### config.mk
export PLATFORM = sky130hd
export DESIGN_NAME = vfd_grid_scan
export DESIGN_NICKNAME = d
export VERILOG_FILES = /design/src/rtl/vfd_scan_pkg.sv /design/src/rtl/vfd_bit_timer.sv /design/src/rtl/vfd_slot_seq.sv /design/src/rtl/vfd_window_dec.sv /design/src/rtl/vfd_grid_scan.sv
export SDC_FILE = /design/constraint.sdc
export NUM_CORES = 1
export LEC_CHECK = 0
export BUFFER_PORTS_ARGS = -buffer_cell sky130_fd_sc_hd__buf_2
export CELL_PAD_IN_SITES_DETAIL_PLACEMENT = 0
export CELL_PAD_IN_SITES_GLOBAL_PLACEMENT = 1
export CORE_MARGIN = 4
export CORE_UTILIZATION = 34
export CTS_BUF_LIST = sky130_fd_sc_hd__clkbuf_2
export DETAILED_ROUTE_END_ITERATION = 8
export HOLD_SLACK_MARGIN = 0.06
export PLACE_DENSITY = 0.91
export SLEW_MARGIN = 0
export SYNTH_ARGS = -nofsm -noshare
export SYNTH_HDL_FRONTEND = slang
export SYNTH_HIERARCHICAL = 1
export SYNTH_SLANG_ARGS = --single-unit
### constraint.sdc
create_clock -name clk -period 2.65 [get_ports clk]
set_clock_uncertainty 0.1 [all_clocks]
set_input_delay 0.3975 -clock clk [delete_from_list [all_inputs] [get_ports clk]]
set_output_delay 0.3975 -clock clk [all_outputs]
set_load 0.02 [all_outputs]
### src/rtl/vfd_scan_pkg.sv
package vfd_scan_pkg;

    typedef enum logic [1:0] {
        SLOT_G1 = 2'd0,
        SLOT_G2 = 2'd1,
        SLOT_G3 = 2'd2
    } slot_e;

    // Positions inside a slot, in bit times
    localparam int SEG_LEAD    = 5;  // segments may open from here
    localparam int GRID_LEAD   = 6;  // grid may open from here
    localparam int SEG_END_OFS = 8;  // segments close at level + this
    localparam int SLOT_GAP    = 8;  // bit times a slot keeps dark at full level

    typedef struct packed {
        logic [2:0] grid_n;
        logic       sync2;
        logic       sync1;
    } drive_t;

    localparam drive_t DRIVE_IDLE = '{grid_n: 3'b111, sync2: 1'b0, sync1: 1'b0};

    // Code on the wire: bit 0 = sync line 1, bit 1 = sync line 2
    function automatic logic [1:0] code_of(slot_e s);
        case (s)
            SLOT_G1: return 2'b01;
            SLOT_G2: return 2'b10;
            default: return 2'b11;
        endcase
    endfunction

    function automatic logic [2:0] grid_mask(slot_e s);
        case (s)
            SLOT_G1: return 3'b001;
            SLOT_G2: return 3'b010;
            default: return 3'b100;
        endcase
    endfunction

    function automatic slot_e final_slot(logic two_grid);
        return two_grid ? SLOT_G2 : SLOT_G3;
    endfunction

    function automatic slot_e next_slot(slot_e s);
        case (s)
            SLOT_G1: return SLOT_G2;
            SLOT_G2: return SLOT_G3;
            default: return SLOT_G1;
        endcase
    endfunction

endpackage

### src/rtl/vfd_bit_timer.sv
module vfd_bit_timer #(
    parameter int CLKS_PER_BIT = 4
) (
    input  logic clk,
    input  logic rst,
    output logic tick
);
    generate
        if (CLKS_PER_BIT <= 1) begin : g_direct
            logic unused_direct;
            assign unused_direct = clk | rst;
            assign tick = 1'b1;
        end else begin : g_div
            localparam int CW = $clog2(CLKS_PER_BIT);
            localparam logic [CW-1:0] LAST = CW'(CLKS_PER_BIT - 1);
            logic [CW-1:0] cnt;

            always_ff @(posedge clk) begin
                if (rst || cnt == LAST) begin
                    cnt <= '0;
                end else begin
                    cnt <= cnt + 1'b1;
                end
            end

            assign tick = (cnt == LAST);
        end
    endgenerate
endmodule

### src/rtl/vfd_slot_seq.sv
module vfd_slot_seq
    import vfd_scan_pkg::*;
#(
    parameter int SLOT_BITS = 1024,
    localparam int POS_W = $clog2(SLOT_BITS)
) (
    input  logic             clk,
    input  logic             rst,
    input  logic             tick,
    input  logic             dup_sel,
    output logic [POS_W-1:0] pos,
    output slot_e            slot,
    output logic             act_dup
);
    localparam logic [POS_W-1:0] POS_LAST = POS_W'(SLOT_BITS - 1);

    always_ff @(posedge clk) begin
        if (rst) begin
            pos     <= '0;
            slot    <= SLOT_G1;
            act_dup <= dup_sel;
        end else if (tick) begin
            if (pos == POS_LAST) begin
                pos <= '0;
                if (slot == final_slot(act_dup)) begin
                    slot    <= SLOT_G1;
                    act_dup <= dup_sel;   // scan length only changes here
                end else begin
                    slot <= next_slot(slot);
                end
            end else begin
                pos <= pos + 1'b1;
            end
        end
    end
endmodule

### src/rtl/vfd_window_dec.sv
module vfd_window_dec
    import vfd_scan_pkg::*;
#(
    parameter int SLOT_BITS = 1024,
    parameter int DIM_W = 10,
    localparam int POS_W = $clog2(SLOT_BITS)
) (
    input  logic [POS_W-1:0] pos,
    input  logic [DIM_W-1:0] dim_level,
    output logic             grid_on,
    output logic             seg_on,
    output logic             sync_on
);
    localparam int DIM_MAX = SLOT_BITS - SLOT_GAP;
    localparam int CW = POS_W + 2;
    localparam logic [DIM_W-1:0] DIM_CAP = DIM_W'(DIM_MAX);

    logic [DIM_W-1:0] dim_eff;
    logic [CW-1:0]    p_ext;
    logic [CW-1:0]    d_ext;
    logic             lit;

    always_comb begin
        dim_eff = (dim_level > DIM_CAP) ? DIM_CAP : dim_level;
        p_ext   = CW'(pos);
        d_ext   = CW'(dim_eff);
        lit     = (dim_eff != '0);
        grid_on = lit && (p_ext >= CW'(GRID_LEAD)) && (p_ext < d_ext + CW'(GRID_LEAD));
        seg_on  = lit && (p_ext >= CW'(SEG_LEAD))  && (p_ext < d_ext + CW'(SEG_END_OFS));
        sync_on = (p_ext >= CW'(SEG_LEAD));
    end
endmodule

### src/rtl/vfd_grid_scan.sv
module vfd_grid_scan
    import vfd_scan_pkg::*;
#(
    parameter int SEG_W = 32,
    parameter int DIM_W = 10,
    parameter int SLOT_BITS = 1024,
    parameter int CLKS_PER_BIT = 4
) (
    input  logic             clk,
    input  logic             rst,
    input  logic             dup_sel,
    input  logic             master_sel,
    input  logic [DIM_W-1:0] dim_level,
    input  logic             dim_in,
    input  logic             sync_in1,
    input  logic             sync_in2,
    input  logic [SEG_W-1:0] latch1,
    input  logic [SEG_W-1:0] latch2,
    input  logic [SEG_W-1:0] latch3,
    output logic [SEG_W-1:0] seg_out,
    output logic [2:0]       grid_n,
    output logic             sync_out1,
    output logic             sync_out2
);
    localparam int POS_W = $clog2(SLOT_BITS);

    logic             tick;
    logic [POS_W-1:0] pos;
    slot_e            slot;
    logic             act_dup;
    logic             grid_on;
    logic             seg_on;
    logic             sync_on;

    vfd_bit_timer #(.CLKS_PER_BIT(CLKS_PER_BIT)) u_timer (
        .clk  (clk),
        .rst  (rst),
        .tick (tick)
    );

    vfd_slot_seq #(.SLOT_BITS(SLOT_BITS)) u_seq (
        .clk     (clk),
        .rst     (rst),
        .tick    (tick),
        .dup_sel (dup_sel),
        .pos     (pos),
        .slot    (slot),
        .act_dup (act_dup)
    );

    vfd_window_dec #(.SLOT_BITS(SLOT_BITS), .DIM_W(DIM_W)) u_win (
        .pos       (pos),
        .dim_level (dim_level),
        .grid_on   (grid_on),
        .seg_on    (seg_on),
        .sync_on   (sync_on)
    );

    // Word table indexed by slot; the fourth entry is never selected
    logic [SEG_W-1:0] words [4];
    assign words[0] = latch1;
    assign words[1] = latch2;
    assign words[2] = latch3;
    assign words[3] = '0;

    logic [1:0]       fol_code;
    drive_t           lead_drv;
    logic [SEG_W-1:0] lead_seg;
    logic [SEG_W-1:0] fol_seg;
    drive_t           drv_q;

    always_comb begin
        lead_drv.grid_n = grid_on ? ~grid_mask(slot) : 3'b111;
        {lead_drv.sync2, lead_drv.sync1} = sync_on ? code_of(slot) : 2'b00;
        lead_seg = seg_on ? words[slot] : '0;

        fol_code = {sync_in2, sync_in1};
        fol_seg  = (dim_in && fol_code != 2'b00) ? words[fol_code - 2'd1] : '0;
    end

    always_ff @(posedge clk) begin
        if (rst) begin
            drv_q   <= DRIVE_IDLE;
            seg_out <= '0;
        end else if (master_sel) begin
            drv_q   <= lead_drv;
            seg_out <= lead_seg;
        end else begin
            drv_q   <= DRIVE_IDLE;
            seg_out <= fol_seg;
        end
    end

    assign grid_n    = drv_q.grid_n;
    assign sync_out1 = drv_q.sync1;
    assign sync_out2 = drv_q.sync2;
endmodule

Word-level counts from Yosys, hierarchy flattened
Cells that the tools add are included.
W data, S select, Z words.
{"block": "word_totals", "latchBits": 0, "rom_bits": 0, "input_bits": 113, "memories": 0, "wordCells": 66, "ff_bits": 52, "ram_bits": 0, "out_inout_bits": 37}
{"block": "op_classes", "eq_ne": 4, "add_sub_neg": 5, "n_reduce_logical": 16, "multipliers": 0, "bitwise_logic": 6, "mux": 20, "shifts": 0, "magnitude_cmp": 7, "div": 0}
{"cell": "$mux W32", "count": 7}
{"cell": "$bmux W32 S2", "count": 2}
{"cell": "$lt A10 B12 Y1", "count": 2}
{"cell": "$ge A10 B3 Y1 const B", "count": 2}
{"cell": "$mux W10", "count": 2}
{"cell": "$add A10 B3 Y11 const B", "count": 1}
{"cell": "$add A10 B4 Y11 const B", "count": 1}
{"cell": "$add A10 B1 Y10 const B", "count": 1}
{"cell": "$eq A10 B10 Y1 const B", "count": 1}
{"cell": "$gt A10 B10 Y1 const B", "count": 1}
{"cell": "$reduce_bool A10 Y1", "count": 1}
{"cell": "$pmux W2 S2", "count": 2}
{"cell": "$reduce_bool A2 Y1", "count": 4}
{"cell": "$ge A3 B3 Y1 const B", "count": 2}
{"cell": "$not A2 Y3", "count": 2}
{"cell": "$pmux W3 S2", "count": 1}
{"cell": "$reduce_or A3 Y1", "count": 2}
{"cell": "$logic_and A1 B1 Y1", "count": 5}
{"cell": "$mux W1", "count": 4}
{"cell": "$mux W2", "count": 2}
{"cell": "$not A1 Y1", "count": 3}
{"cell": "$not A3 Y3", "count": 1}
{"cell": "$reduce_and A3 Y1", "count": 1}
{"cell": "$add A2 B1 Y2 const B", "count": 1}
{"cell": "other kinds (7)", "count": 7}

Longest topological paths before layout
{"block": "logic_depth", "ltp_word": 7, "depth_mapped": 14, "mapped_depth_nobuf": 13}

Hierarchy
The synthesis kept the hierarchy.
{"module": "vfd_grid_scan", "n_inst": 1, "seq_area_each_um2": 740.7, "area_each_um2": 2914.0, "cells_each": 348}
{"module": "vfd_window_dec", "n_inst": 1, "seq_area_each_um2": 0.0, "area_each_um2": 750.7, "cells_each": 98}
{"module": "vfd_slot_seq", "n_inst": 1, "seq_area_each_um2": 270.3, "area_each_um2": 610.6, "cells_each": 68}
{"module": "vfd_bit_timer", "n_inst": 1, "seq_area_each_um2": 40.0, "area_each_um2": 75.1, "cells_each": 5}

Worst setup path after synthesis
OpenSTA, ideal clock, no wires.
{"block": "synth_path", "path_kind": "input-to-reg", "from": "in dim_level[6]", "to": "reg drv_q, in the netlist grid_n[1]", "setup_time_ps": 121, "path_buffers": 1, "arrival_ps": 2510, "setup_slack_ps": -81, "required_ps": 2429, "path_stages": 13, "cell_sequence": "buf_4 > nand4_1 > or2_1 > nand2_1 > ha_1 > nor4bb_1 > xnor2_1 > ha_1 > nand4_1 > a2111oi_2 > nor4_1 > and3b_1 > nand2_1"}
{"block": "synth_between", "elab_chain_cells": 7, "elab_cells_between_ends": 9, "classes_between": "add/sub: 1; order compare: 2; mux: 1; bitwise: 1; reduce/logical: 4"}
{"element": "from (decl)", "line": "vfd_grid_scan.sv:13", "rtl": "input logic [DIM_W-1:0] dim_level,"}
{"element": "$gt A10 B10 Y1", "line": "vfd_window_dec.sv:24", "rtl": "dim_eff = (dim_level > DIM_CAP) ? DIM_CAP : dim_level;"}
{"element": "$mux W10 (*)", "line": "vfd_window_dec.sv:24"}
{"element": "$add A10 B3 Y11 / $reduce_bool A10 Y1 (equally long branches)", "line": "vfd_window_dec.sv:28, vfd_window_dec.sv:27"}
{"element": "$lt A10 B12 Y1 / $logic_and A1 B1 Y1 (equally long branches)", "line": "vfd_window_dec.sv:28", "rtl": "grid_on = lit && (p_ext >= CW'(GRID_LEAD)) && (p_ext < d_ext + CW'(GRID_LEAD));"}
{"element": "$logic_and A1 B1 Y1 (*)", "line": "vfd_window_dec.sv:28"}
{"element": "via grid_on", "line": "vfd_grid_scan.sv:31", "rtl": "logic grid_on;"}
{"element": "$not A1 Y1 (no source line) (*)"}
{"element": "$reduce_or A3 Y1 (no source line) (*)"}
{"element": "to (signal assigned)", "line": "vfd_grid_scan.sv:86", "rtl": "drv_q <= lead_drv;"}
{"element": "to (decl)", "line": "vfd_grid_scan.sv:70", "rtl": "drive_t drv_q;"}
Mark *: on every way through the listed nets, which the timed path passes. The rest lies on a longest branch.
A chain may end at the register's enable or synchronous reset.

Worst setup path after layout
{"block": "layout_path", "from": "in dim_level[3]", "to": "reg drv_q, in the netlist grid_n[1]"}
Same word-level chain as after synthesis.

==> run metrics <==
Nets=between 700 and 800; CTS HTree Levels=2; Post-synth EDFFs=1; Rel. slew slack=55.3%; clock tree sinks=52; synth unique cells=53; Fin. Hold Viols=0; Pleak=0.00229 uW; fillers=1,245; maximum clock insertion buffer count=2; RSZ-0062 raised after global routing=false; data required time at the worst endpoint=a little under 3000 ps; CTS tree=done; DRC viols=0; Syn Area/Cell=8.38 um2; synth top area cells=dfxtp_1, mux2i_1, ha_1, a211o_1, a21oi_1; vias in the first global route=around 4,300; clock-pin slew on the worst setup and hold paths=300 ps; CTS Buf Count=5; Syn Nets=roughly 660; Vias/cell=5.34; Post-DRT Antenna Nets=0; row cnt=41; Root Buffer=clkbuf_2; crit path max fanout=5; ys async rst share=0%; final setup vio count=0; initial antenna violation count=1; Detail Placement HPWL=slightly below 10,000 um; power density cells=351 nW/um2; Chip Height=121 um; leading area contributor after synthesis=dfxtp_1; IO Count=150; drt initial violations=375; Initial DRT Pass Iterations=5; commonest non-fill, non-tap cell in the layout=buf_2; core area=12,600 um2; Port Buf Inserts=149; final non-filler cell total=about 830; peak supply drop=about 0.24 mV; vias=4,452; crit path DAT=between 2000 and 3000 ps; top-area cell type share of the netlist area=23.5%; GP Congestion=0.882; Starting Density=34.6%; CP Class=in -> reg; Final Cycle Share=89.0%; pin count of the biggest net entering global routing=65; Die Area=~15,000 um2; max_cap viols=0; most used flip-flop cell after synthesis=dfxtp_1; worst slew pin tran=approximately 670 ps; Worst setup EP type=flip-flop; average wire per standard cell=16.0 um; Worst Hold Class=in -> reg; GRT Overall Usage=16.9%; number of synthesized register bits=52; most frequent cells in the layout=buf_2, mux2i_1, dfxtp_1; Mapped Cells=519; clk_lat worst skew=460 ps; Fmax achieved=0.424 GHz; placed cells=824; post-CTS setup-driven buffer insertion count=0; status=finished clean; Tmin final=2360 ps; global-route wire length before repair=20,500 um; Power, Total=1920 uW; Warnings, synthesis=6; die width=between 100 and 150 um; Seq/Total Area, Yosys=24.2%; area delta synth->final=25.6%; layout cells sized above 1=34.0%; WL final=13,300 um; Worst Setup Start Kind=input pin; post-route setup TNS=0 ps; Overflow after GRT=0; Syn Std Cell Area=4350 um2; Pins Over Slew Limit=0
==> metrics by stage <==
| step | hold WS [ps] | cell area, um2 | utilization, % | setup slack (ps) |
|---|---|---|---|---|
| 3_3_place_gp | 315 | 5340 | 42.4 | -151 |
| 6_report | 126 | 5460 | 43.5 | 292 |
| 3_5_place_dp | 325 | 5340 | 42.4 | -231 |
| 4_1_cts | 97.0 | 5460 | 43.4 | 285 |
| 2_1_floorplan | 306 | 4360 | - | -7.28 |
| 5_1_grt | 84.5 | 5460 | 43.5 | 170 |
==> worst paths after layout <==
path	start	end	slack, ps	depth (start not counted)
setup reg to reg	u_seq/pos[8]	seg_out[18]	390	9
hold reg to reg	u_timer/g_div.cnt[0]	u_timer/g_div.cnt[0]	350	1
setup / recovery	dim_level[3]	grid_n[1]	290	13
hold / removal	master_sel	sync_out2	130	3
==> area by class of cell <==
cell class              count  area [um2]  share of cell area [%]
clock buffers               5        25.0                   0.458
well taps                 172         215                    3.94
repair buffers            180        1060                    19.3
flip-flops and latches     52        1050                    19.3
multi-input cells         411        2980                    54.6
diodes                      1        2.50                  0.0458
inverters                  10        37.5                   0.687
clock inverters             3        90.1                    1.65
==> cells in the mapped netlist (all sizes together) (6+ instances only) <==
| cell type | number |
|---|---|
| a211o | 31 |
| a21oi | 70 |
| buf | 31 |
| clkbuf | 14 |
| dfxtp | 51 |
| ha | 24 |
| inv | 10 |
| mux2i | 67 |
| nand2 | 48 |
| nand3 | 13 |
| nand3b | 32 |
| nor2 | 23 |
| nor3 | 8 |
| nor4 | 6 |
| o21ai | 36 |
| xnor2 | 13 |
==> cell families (layout without fill, tap and decap cells) <==
logic type	Yosys count	in the layout	share of synthesized area, %
other	0	1	0
AND/OR/NAND/NOR	152	152	19.4
XOR/XNOR	17	17	3.42
multiplexers	68	68	15.7
buffers and inverters	56	198	7.54
adder cells (fa/ha/maj)	24	24	6.90
AO/OA/AOI/OAI	150	150	22.9
flip-flops	52	52	24.2
==> routing by layer <==
layer	global-route usage, %	vias to the layer above	part of all wire, %
met3	2.33	34	5.7
met1	20.7	2072	42
li1	-	2171	-
met4	7.65	0	3.8
met5	0	-	0
met2	29.4	175	49
==> flip-flops by register name (all words and copies together) (netlist names) <==
signal / flops
u_seq/pos: 10
sync_out1: 1
u_seq/act_dup: 1
sync_out2: 1
seg_out: 32
grid_n: 3
u_seq/slot: 2
u_timer/g_div.cnt: 2
==> critical path, cell delays in order <==
cell       delay (ps)
buf_2             130
nand3_1           130
or2_1             160
nand2_1            90
ha_2              220
nor4bb_2          290
xnor2_1           160
ha_1              270
nand4_1           120
a2111oi_2          50
nor4_1            310
and3b_1           250
nand2_1            60
==> power by group <==
| part | leakage (uW) | internal, uW | switching (uW) |
|---|---|---|---|
| Combinational | 0.00180 | 217 | 257 |
| Sequential | 0.000424 | 808 | 8.22 |
| Clock | 0.0000632 | 347 | 282 |
| Total | 0.00229 | 1370 | 547 |
==> timing repair <==
| item | CTS | global route |
|---|---|---|
| hold endpoints to repair | 1 | 0 |
| resized for setup | 0 | 0 |
| hold buffers | 1 | 0 |
Note: power is estimated with default switching activity, not from simulation.
